<file path="config.mk">
export PLATFORM = sky130hd
export DESIGN_NAME = irq_flag_ctrl
export DESIGN_NICKNAME = d
export VERILOG_FILES = /design/src/rtl/irq_flag_pkg.sv /design/src/rtl/irq_flag_bank.sv /design/src/rtl/irq_reg_file.sv /design/src/rtl/irq_pin_mux.sv /design/src/rtl/irq_flag_ctrl.sv
export SDC_FILE = /design/constraint.sdc
export NUM_CORES = 1
export LEC_CHECK = 0
export BUFFER_PORTS_ARGS = -buffer_cell sky130_fd_sc_hd__buf_2
export CORE_MARGIN = 2
export CORE_UTILIZATION = 49
export CTS_CLUSTER_DIAMETER = 80
export CTS_CLUSTER_SIZE = 28
export DETAILED_ROUTE_END_ITERATION = 7
export GPL_TIMING_DRIVEN = 0
export PLACE_DENSITY_LB_ADDON = 0.15
export SYNTH_ARGS = -nofsm -noshare
export SYNTH_HDL_FRONTEND = slang
export SYNTH_SLANG_ARGS = --single-unit
</file>
<file path="constraint.sdc">
create_clock -name clk -period 1.1 [get_ports clk]
set_input_delay 0.055 -clock clk [delete_from_list [all_inputs] [get_ports clk]]
set_output_delay 0.055 -clock clk [all_outputs]
set_load 0.01 [all_outputs]
</file>
<file path="src/rtl/irq_flag_pkg.sv">
package irq_flag_pkg;
  localparam int unsigned SRC_W  = 8;
  localparam int unsigned ADDR_W = 2;

  typedef enum logic [ADDR_W-1:0] {
    REG_FLAGS = 2'd0,
    REG_EN    = 2'd1,
    REG_CTRL  = 2'd2,
    REG_NONE  = 2'd3
  } reg_sel_e;

  localparam int unsigned SRC_TXF_WR_FULL  = 0;
  localparam int unsigned SRC_TXF_RD_EMPTY = 1;
  localparam int unsigned SRC_FIR_OVF      = 2;
  localparam int unsigned CTRL_MODE_BIT    = 0;
endpackage

</file>
<file path="src/rtl/irq_flag_bank.sv">
module irq_flag_bank #(
  parameter int unsigned W = 8
) (
  input  logic         clk,
  input  logic         rst_n,
  input  logic [W-1:0] evt_i,
  input  logic [W-1:0] clr_i,
  output logic [W-1:0] flags_o
);
  // One sticky cell per source; the set side wins over clear.
  for (genvar i = 0; i < W; i++) begin : g_cell
    logic cell_q;
    always_ff @(posedge clk or negedge rst_n) begin
      if (!rst_n)        cell_q <= 1'b0;
      else if (evt_i[i]) cell_q <= 1'b1;
      else if (clr_i[i]) cell_q <= 1'b0;
    end
    assign flags_o[i] = cell_q;
  end
endmodule

</file>
<file path="src/rtl/irq_reg_file.sv">
module irq_reg_file
  import irq_flag_pkg::*;
#(
  parameter int unsigned W = 8
) (
  input  logic              clk,
  input  logic              rst_n,
  input  logic              wr_en_i,
  input  logic              rd_en_i,
  input  logic [ADDR_W-1:0] addr_i,
  input  logic [W-1:0]      wdata_i,
  input  logic [W-1:0]      flags_i,
  output logic [W-1:0]      clr_o,
  output logic [W-1:0]      en_o,
  output logic              sym_mode_o,
  output logic              rd_valid_o,
  output logic [W-1:0]      rd_data_o
);
  reg_sel_e     sel;
  logic [W-1:0] en_q;
  logic         mode_q;
  logic [W-1:0] rd_mux;

  assign sel = reg_sel_e'(addr_i);

  assign clr_o = (wr_en_i && sel == REG_FLAGS) ? wdata_i : '0;

  always_ff @(posedge clk or negedge rst_n) begin
    if (!rst_n) begin
      en_q   <= '0;
      mode_q <= 1'b0;
    end else if (wr_en_i) begin
      if (sel == REG_EN)   en_q   <= wdata_i;
      if (sel == REG_CTRL) mode_q <= wdata_i[CTRL_MODE_BIT];
    end
  end

  always_comb begin
    rd_mux = '0;
    unique case (sel)
      REG_FLAGS: rd_mux = flags_i;
      REG_EN:    rd_mux = en_q;
      REG_CTRL:  rd_mux[CTRL_MODE_BIT] = mode_q;
      REG_NONE:  rd_mux = '0;
    endcase
  end

  always_ff @(posedge clk or negedge rst_n) begin
    if (!rst_n) begin
      rd_valid_o <= 1'b0;
      rd_data_o  <= '0;
    end else begin
      rd_valid_o <= rd_en_i;
      if (rd_en_i) rd_data_o <= rd_mux;
    end
  end

  assign en_o       = en_q;
  assign sym_mode_o = mode_q;
endmodule

</file>
<file path="src/rtl/irq_pin_mux.sv">
module irq_pin_mux #(
  parameter int unsigned W = 8
) (
  input  logic [W-1:0] flags_i,
  input  logic [W-1:0] en_i,
  input  logic         sym_mode_i,
  input  logic         sym_clk_i,
  output logic         irq_n_o
);
  logic pending;
  assign pending = |(flags_i & en_i);
  assign irq_n_o = sym_mode_i ? sym_clk_i : ~pending;
endmodule

</file>
<file path="src/rtl/irq_flag_ctrl.sv">
module irq_flag_ctrl
  import irq_flag_pkg::*;
#(
  parameter int unsigned SRC_CNT = SRC_W
) (
  input  logic               clk,
  input  logic               rst_n,
  input  logic [SRC_CNT-1:0] evt_i,
  input  logic               sym_clk_i,
  input  logic               wr_en_i,
  input  logic               rd_en_i,
  input  logic [ADDR_W-1:0]  addr_i,
  input  logic [SRC_CNT-1:0] wdata_i,
  output logic               rd_valid_o,
  output logic [SRC_CNT-1:0] rd_data_o,
  output logic               irq_n_o
);
  logic [SRC_CNT-1:0] flags_q;
  logic [SRC_CNT-1:0] clr_req;
  logic [SRC_CNT-1:0] en_q;
  logic               sym_mode;

  irq_flag_bank #(.W(SRC_CNT)) u_bank (
    .clk(clk), .rst_n(rst_n), .evt_i(evt_i), .clr_i(clr_req), .flags_o(flags_q)
  );

  irq_reg_file #(.W(SRC_CNT)) u_regs (
    .clk(clk), .rst_n(rst_n), .wr_en_i(wr_en_i), .rd_en_i(rd_en_i),
    .addr_i(addr_i), .wdata_i(wdata_i), .flags_i(flags_q), .clr_o(clr_req),
    .en_o(en_q), .sym_mode_o(sym_mode), .rd_valid_o(rd_valid_o),
    .rd_data_o(rd_data_o)
  );

  irq_pin_mux #(.W(SRC_CNT)) u_pin (
    .flags_i(flags_q), .en_i(en_q), .sym_mode_i(sym_mode),
    .sym_clk_i(sym_clk_i), .irq_n_o(irq_n_o)
  );
endmodule

</file>
# Word-level counts from Yosys, hierarchy flattened

Index checks and enable logic that the tools add are counted.

Logic and storage cells: 50
Register bits after elaboration: 26
Bits of input ports: 23

Mux-type cells: 20
Equal/unequal tests: 3
Reductions and logical operators: 13
Bitwise gates (word level): 2

Operators by type and width:

| cell                                                                  | number |
|---|---|
| 1-bit two-way mux                                                     | 17 |
| 2-bit nonzero test                                                    | 8 |
| 7-bit one-hot mux with 2 select lines                                 | 1 |
| 8-bit bitwise AND                                                     | 1 |
| 8-bit two-way mux                                                     | 1 |
| 8-bit OR reduction                                                    | 1 |
| 2-bit equality test, second input constant                            | 2 |
| 1-bit one-hot mux with 4 select lines                                 | 1 |
| 2-bit AND reduction                                                   | 2 |
| 2-bit by 1-bit equality test with 1-bit output, second input constant | 1 |
| 2-bit zero test                                                       | 1 |
| 1-bit logical AND                                                     | 1 |
| 1-bit NOT                                                             | 1 |

# Logic depth before layout (Yosys ltp)

Depth after elaboration: 5
Gate-level depth with buffers: 4
Depth with buffers taken out: 3

# Modules after synthesis

From an unflattened synthesis, not the netlist that was laid out.

Cells, all modules: 106
Area total of the unflattened synthesis: 1249.9 µm²

By module, submodules not included:

| module        | times used | area an instance (µm²) | seq. area each (µm²) | cells an instance |
|---|---|---|---|---|
| irq_reg_file  | 1          | 849.6                  | 450.4                | 67 |
| irq_flag_bank | 1          | 350.3                  | 200.2                | 32 |
| irq_pin_mux   | 1          | 50.0                   | 0.0                  | 7 |

# Worst setup path after synthesis

No wires, ideal clock.

Path type: register -> output
Start: register u_bank.g_cell[6].cell_q
End: output port irq_n_o
Slack: 121 ps
Buffers on the path: 0
Stages on the path, launching flop included: 4
Arrival: 924 ps
Cells stage by stage: dfrtp_1 > a22oi_1 > nand4_1 > o21ai_0

Word-level cells in the longest chain between the ends: 4

RTL lines:

| what                   | line                | RTL |
|---|---|---|
| from (decl)            | irq_flag_bank.sv:12 | `logic cell_q;` |
| from (signal assigned) | irq_flag_bank.sv:14 | `if (!rst_n) cell_q <= 1'b0;` |
| from (signal assigned) | irq_flag_bank.sv:15 | `else if (evt_i[i]) cell_q <= 1'b1;` |
| from (signal assigned) | irq_flag_bank.sv:16 | `else if (clr_i[i]) cell_q <= 1'b0;` |
| 8-bit bitwise AND      | irq_pin_mux.sv:11   | `assign pending = \|(flags_i & en_i);` |
| 8-bit OR reduction     | irq_pin_mux.sv:11   |  |
| 1-bit NOT              | irq_pin_mux.sv:12   | `assign irq_n_o = sym_mode_i ? sym_clk_i : ~pending;` |
| 1-bit two-way mux      | irq_pin_mux.sv:12   |  |
| to (decl)              | irq_flag_ctrl.sv:16 | `output logic irq_n_o` |

Every way passes these cells.

# Final worst setup path

Same ends and word-level chain as after synthesis.

==> impl_metrics.json <==
{
  "grt_overflow": 0,
  "switchingPower_uw": 558,
  "crit_family": "flip-flops",
  "numCtsBuffers": 3,
  "hp-start": "wr_en_i",
  "busiest_layer": "met2",
  "period_share": 1.32,
  "cts_tree": "built",
  "dieArea_um2": 2680,
  "leakagePower_nw": 0.740,
  "ys_top_cells_by_count": "dfrtp_1, mux2_2, nand2_1",
  "synth-edff-count": 0,
  "synth_cells": 90,
  "cp.arrival_ps": 1390,
  "drtPass1Iterations": 4,
  "synth_top_area_frac": 0.582,
  "grt_pass1_vias": 936,
  "p_int_mw": 1.68,
  "swShare": 0.249,
  "dpl.hpwl_mm": 1.61,
  "htree_levels": 1,
  "detail_route.wl_per_cell_um": 13.8,
  "clk_path_buf_depth": 2,
  "whs_path_depth": 3,
  "synth_top_area_cell": "dfrtp_1",
  "place_congestion": 0.697,
  "syn_nets": 113,
  "rows": 17,
  "io_buffers": 32,
  "ir_drop_mv": 1.21,
  "critical_path.cell_chain": "a22oi_2, nand4_1, o21ai_1, buf_2",
  "r2r-start": "u_bank.g_cell[0].cell_q$_DFFE_PN0P_",
  "worst_setup_path_start_kind": "flip-flop",
  "cpMaxStageDelayCell": "dfrtp_1",
  "global_route.usage.met1": 0.246,
  "die_width_um": 51.8,
  "final_core_util": 0.727,
  "cp.required_ps": 1040,
  "power_per_cell_area_nw_per_um2": 1400,
  "rr_worst_depth": 4,
  "hp-class": "in2reg",
  "status": "finished with violations",
  "finalWirelength_mm": 2.44,
  "use_met2": 0.355,
  "grt_max_degree": 27,
  "crit_buf_inv": 1,
  "yosysMostFrequentCell": "dfrtp_1",
  "finalHoldViolCount": 0,
  "core_um2": 2190,
  "grt_use_met3": 0.0345,
  "setup_slack_ps": -349,
  "period_minus_slack_ps": 1450,
  "slew_viol_final": 0,
  "reg2reg_slack_ps": 40,
  "area_growth_pct": 42.6,
  "clkSinkCount": 26,
  "synthArstFlopShare": 1.00,
  "slowest_delay_ps": 430,
  "comb_power_share": 0.192,
  "rsz0062_at_grt": "yes",
  "dp_worst_setup_slack_ps": -48.1,
  "p_seq_frac": 0.513,
  "fmax_ghz": 0.690,
  "critPathCaptureType": "output port",
  "finClkSkew_ps": 3.26,
  "start_util": 0.510,
  "layout-drive-gt1-share": 0.376,
  "critPathKind": "reg2out",
  "io_pins": 33,
  "setup_viol": 1,
  "viasPerCell": 5.16,
  "cap_violations": 0,
  "max-slew-margin-rel": 0.603,
  "die_y_um": 51.8,
  "synth.area.top_cells": "dfrtp_1, mux2_2, mux2i_1",
  "n_fill_cell": 170,
  "power.share.clock": 0.295,
  "n_antenna_cell": 0,
  "ant_nets": 0,
  "syn-cell-area_um2": 1120,
  "antenna_found_initial": 0,
  "grt_pass1_wl_mm": 3.93,
  "violations": "negative setup slack",
  "worst_pin_slew_ps": 593,
  "nNetsFinal": 173,
  "first_iter_violations": 6,
  "grtUsageTotal": 0.202,
  "yosysWarnings": 0,
  "synth_cell_types": 19,
  "r2r_end": "u_regs.rd_data_o[0]$_DFFE_PN0P_",
  "ys_seq_elements": 26,
  "num_vias": 913,
  "syn_area_per_cell_um2": 12.4,
  "cp_max_fo": 2,
  "ys.flop_type": "dfrtp_1",
  "whs_endpoint": "u_regs.sym_mode_o$_DFFE_PN0P_",
  "drc": 0,
  "ys_seq_area_frac": 0.582,
  "clk_latency_ps": 320,
  "root_buffer": "clkbuf_4",
  "path_clk_slew_ps": 140
}
-- final cells by class --
cell class	count	area, µm²	share of cell area
plain buffers	3	20.0	0.0126
clock buffers	3	22.5	0.0141
clock inverters	1	30.0	0.0189
inverters	7	26.3	0.0165
multi-input cells	54	430	0.270
flip-flops and latches	26	651	0.408
well taps	28	35.0	0.0220
repair buffers	55	378	0.237
-- worst min-delay path, stage by stage --
cell	delay, ps
buf_2	120
nand3b_1	90
mux2_2	140
-- power groups by stage --
stage	sequential [mW]	clock, mW	combinational, mW
6_report	1.15	0.659	0.429
5_1_grt	1.16	0.706	0.473
4_1_cts	1.14	0.669	0.412
3_5_place_dp	1.16	0	0.353
3_3_place_gp	1.15	0	0.340
2_1_floorplan	1.16	0	0.190
-- what timing repair did --
item,in CTS,in global routing
hold endpoints to repair,44,0
pin swaps,1,0
hold buffers,18,0
setup buffers,2,3
resized for setup,2,1
setup endpoints to repair,1,1
-- state kept, by name, indices dropped and copies added (netlist names) --
register and flops:
u_regs.rd_data_o 8, u_regs.sym_mode_o 1, u_regs.rd_valid_o 1, u_bank.g_cell.cell_q 8, u_regs.en_o 8
-- routing by layer --
layer / up-vias / wire length [µm]
li1: 439 / -
met1: 446 / 1110
met2: 24 / 1210
met3: 4 / 87
met4: 0 / 29
met5: - / 0
-- cell usage in the layout (no fill, tap or decap) --
cell            n
a21o_1          8
a22oi_1         2
a22oi_2         2
buf_2          33
buf_4           5
buf_6           1
bufinv_16       1
clkbuf_1        1
clkbuf_4        3
dfrtp_1        26
dlygate4sd3_1  18
inv_1           7
mux2_2          9
mux2i_1         8
nand2_1         9
nand2b_1        1
nand3b_1        2
nand3b_2        1
nand4_1         1
nor3b_2         1
o211ai_1        1
o21a_1          1
o21ai_1         1
o22ai_1         7
-- logic make-up after synthesis --
family                 Yosys count  synth area share
muxes                           17             0.162
and+or+nand+nor                 15            0.0761
AOI/OAI and AO/OA               22             0.138
DFF                             26             0.582
buffers and inverters           10            0.0414
-- worst max-delay path by stage --
stage                                        start  slack, ps  depth (start not counted)                             endpoint
2_1_floorplan  u_bank.g_cell[6].cell_q$_DFFE_PN0P_        120                          3                              irq_n_o
3_3_place_gp                             addr_i[0]        -40                          4  u_bank.g_cell[0].cell_q$_DFFE_PN0P_
3_5_place_dp                             addr_i[0]        -50                          4  u_bank.g_cell[5].cell_q$_DFFE_PN0P_
4_1_cts        u_bank.g_cell[7].cell_q$_DFFE_PN0P_       -320                          4                              irq_n_o
5_1_grt        u_bank.g_cell[2].cell_q$_DFFE_PN0P_       -440                          4                              irq_n_o
6_report       u_bank.g_cell[6].cell_q$_DFFE_PN0P_       -350                          4                              irq_n_o
-- stage by stage --
step | area [µm²] | hold slack, ps | instances | TNS (ps) | total power, mW
2_1_floorplan | 1120 | -241 | 90 | 0 | 1.35
3_3_place_gp | 1310 | 73.8 | 150 | -271 | 1.49
3_5_place_dp | 1310 | 81.8 | 150 | -263 | 1.51
4_1_cts | 1570 | 104 | 174 | -315 | 2.22
5_1_grt | 1590 | 114 | 177 | -437 | 2.34
6_report | 1590 | 106 | 177 | -349 | 2.24
Note: power is estimated with default switching activity, not from simulation.
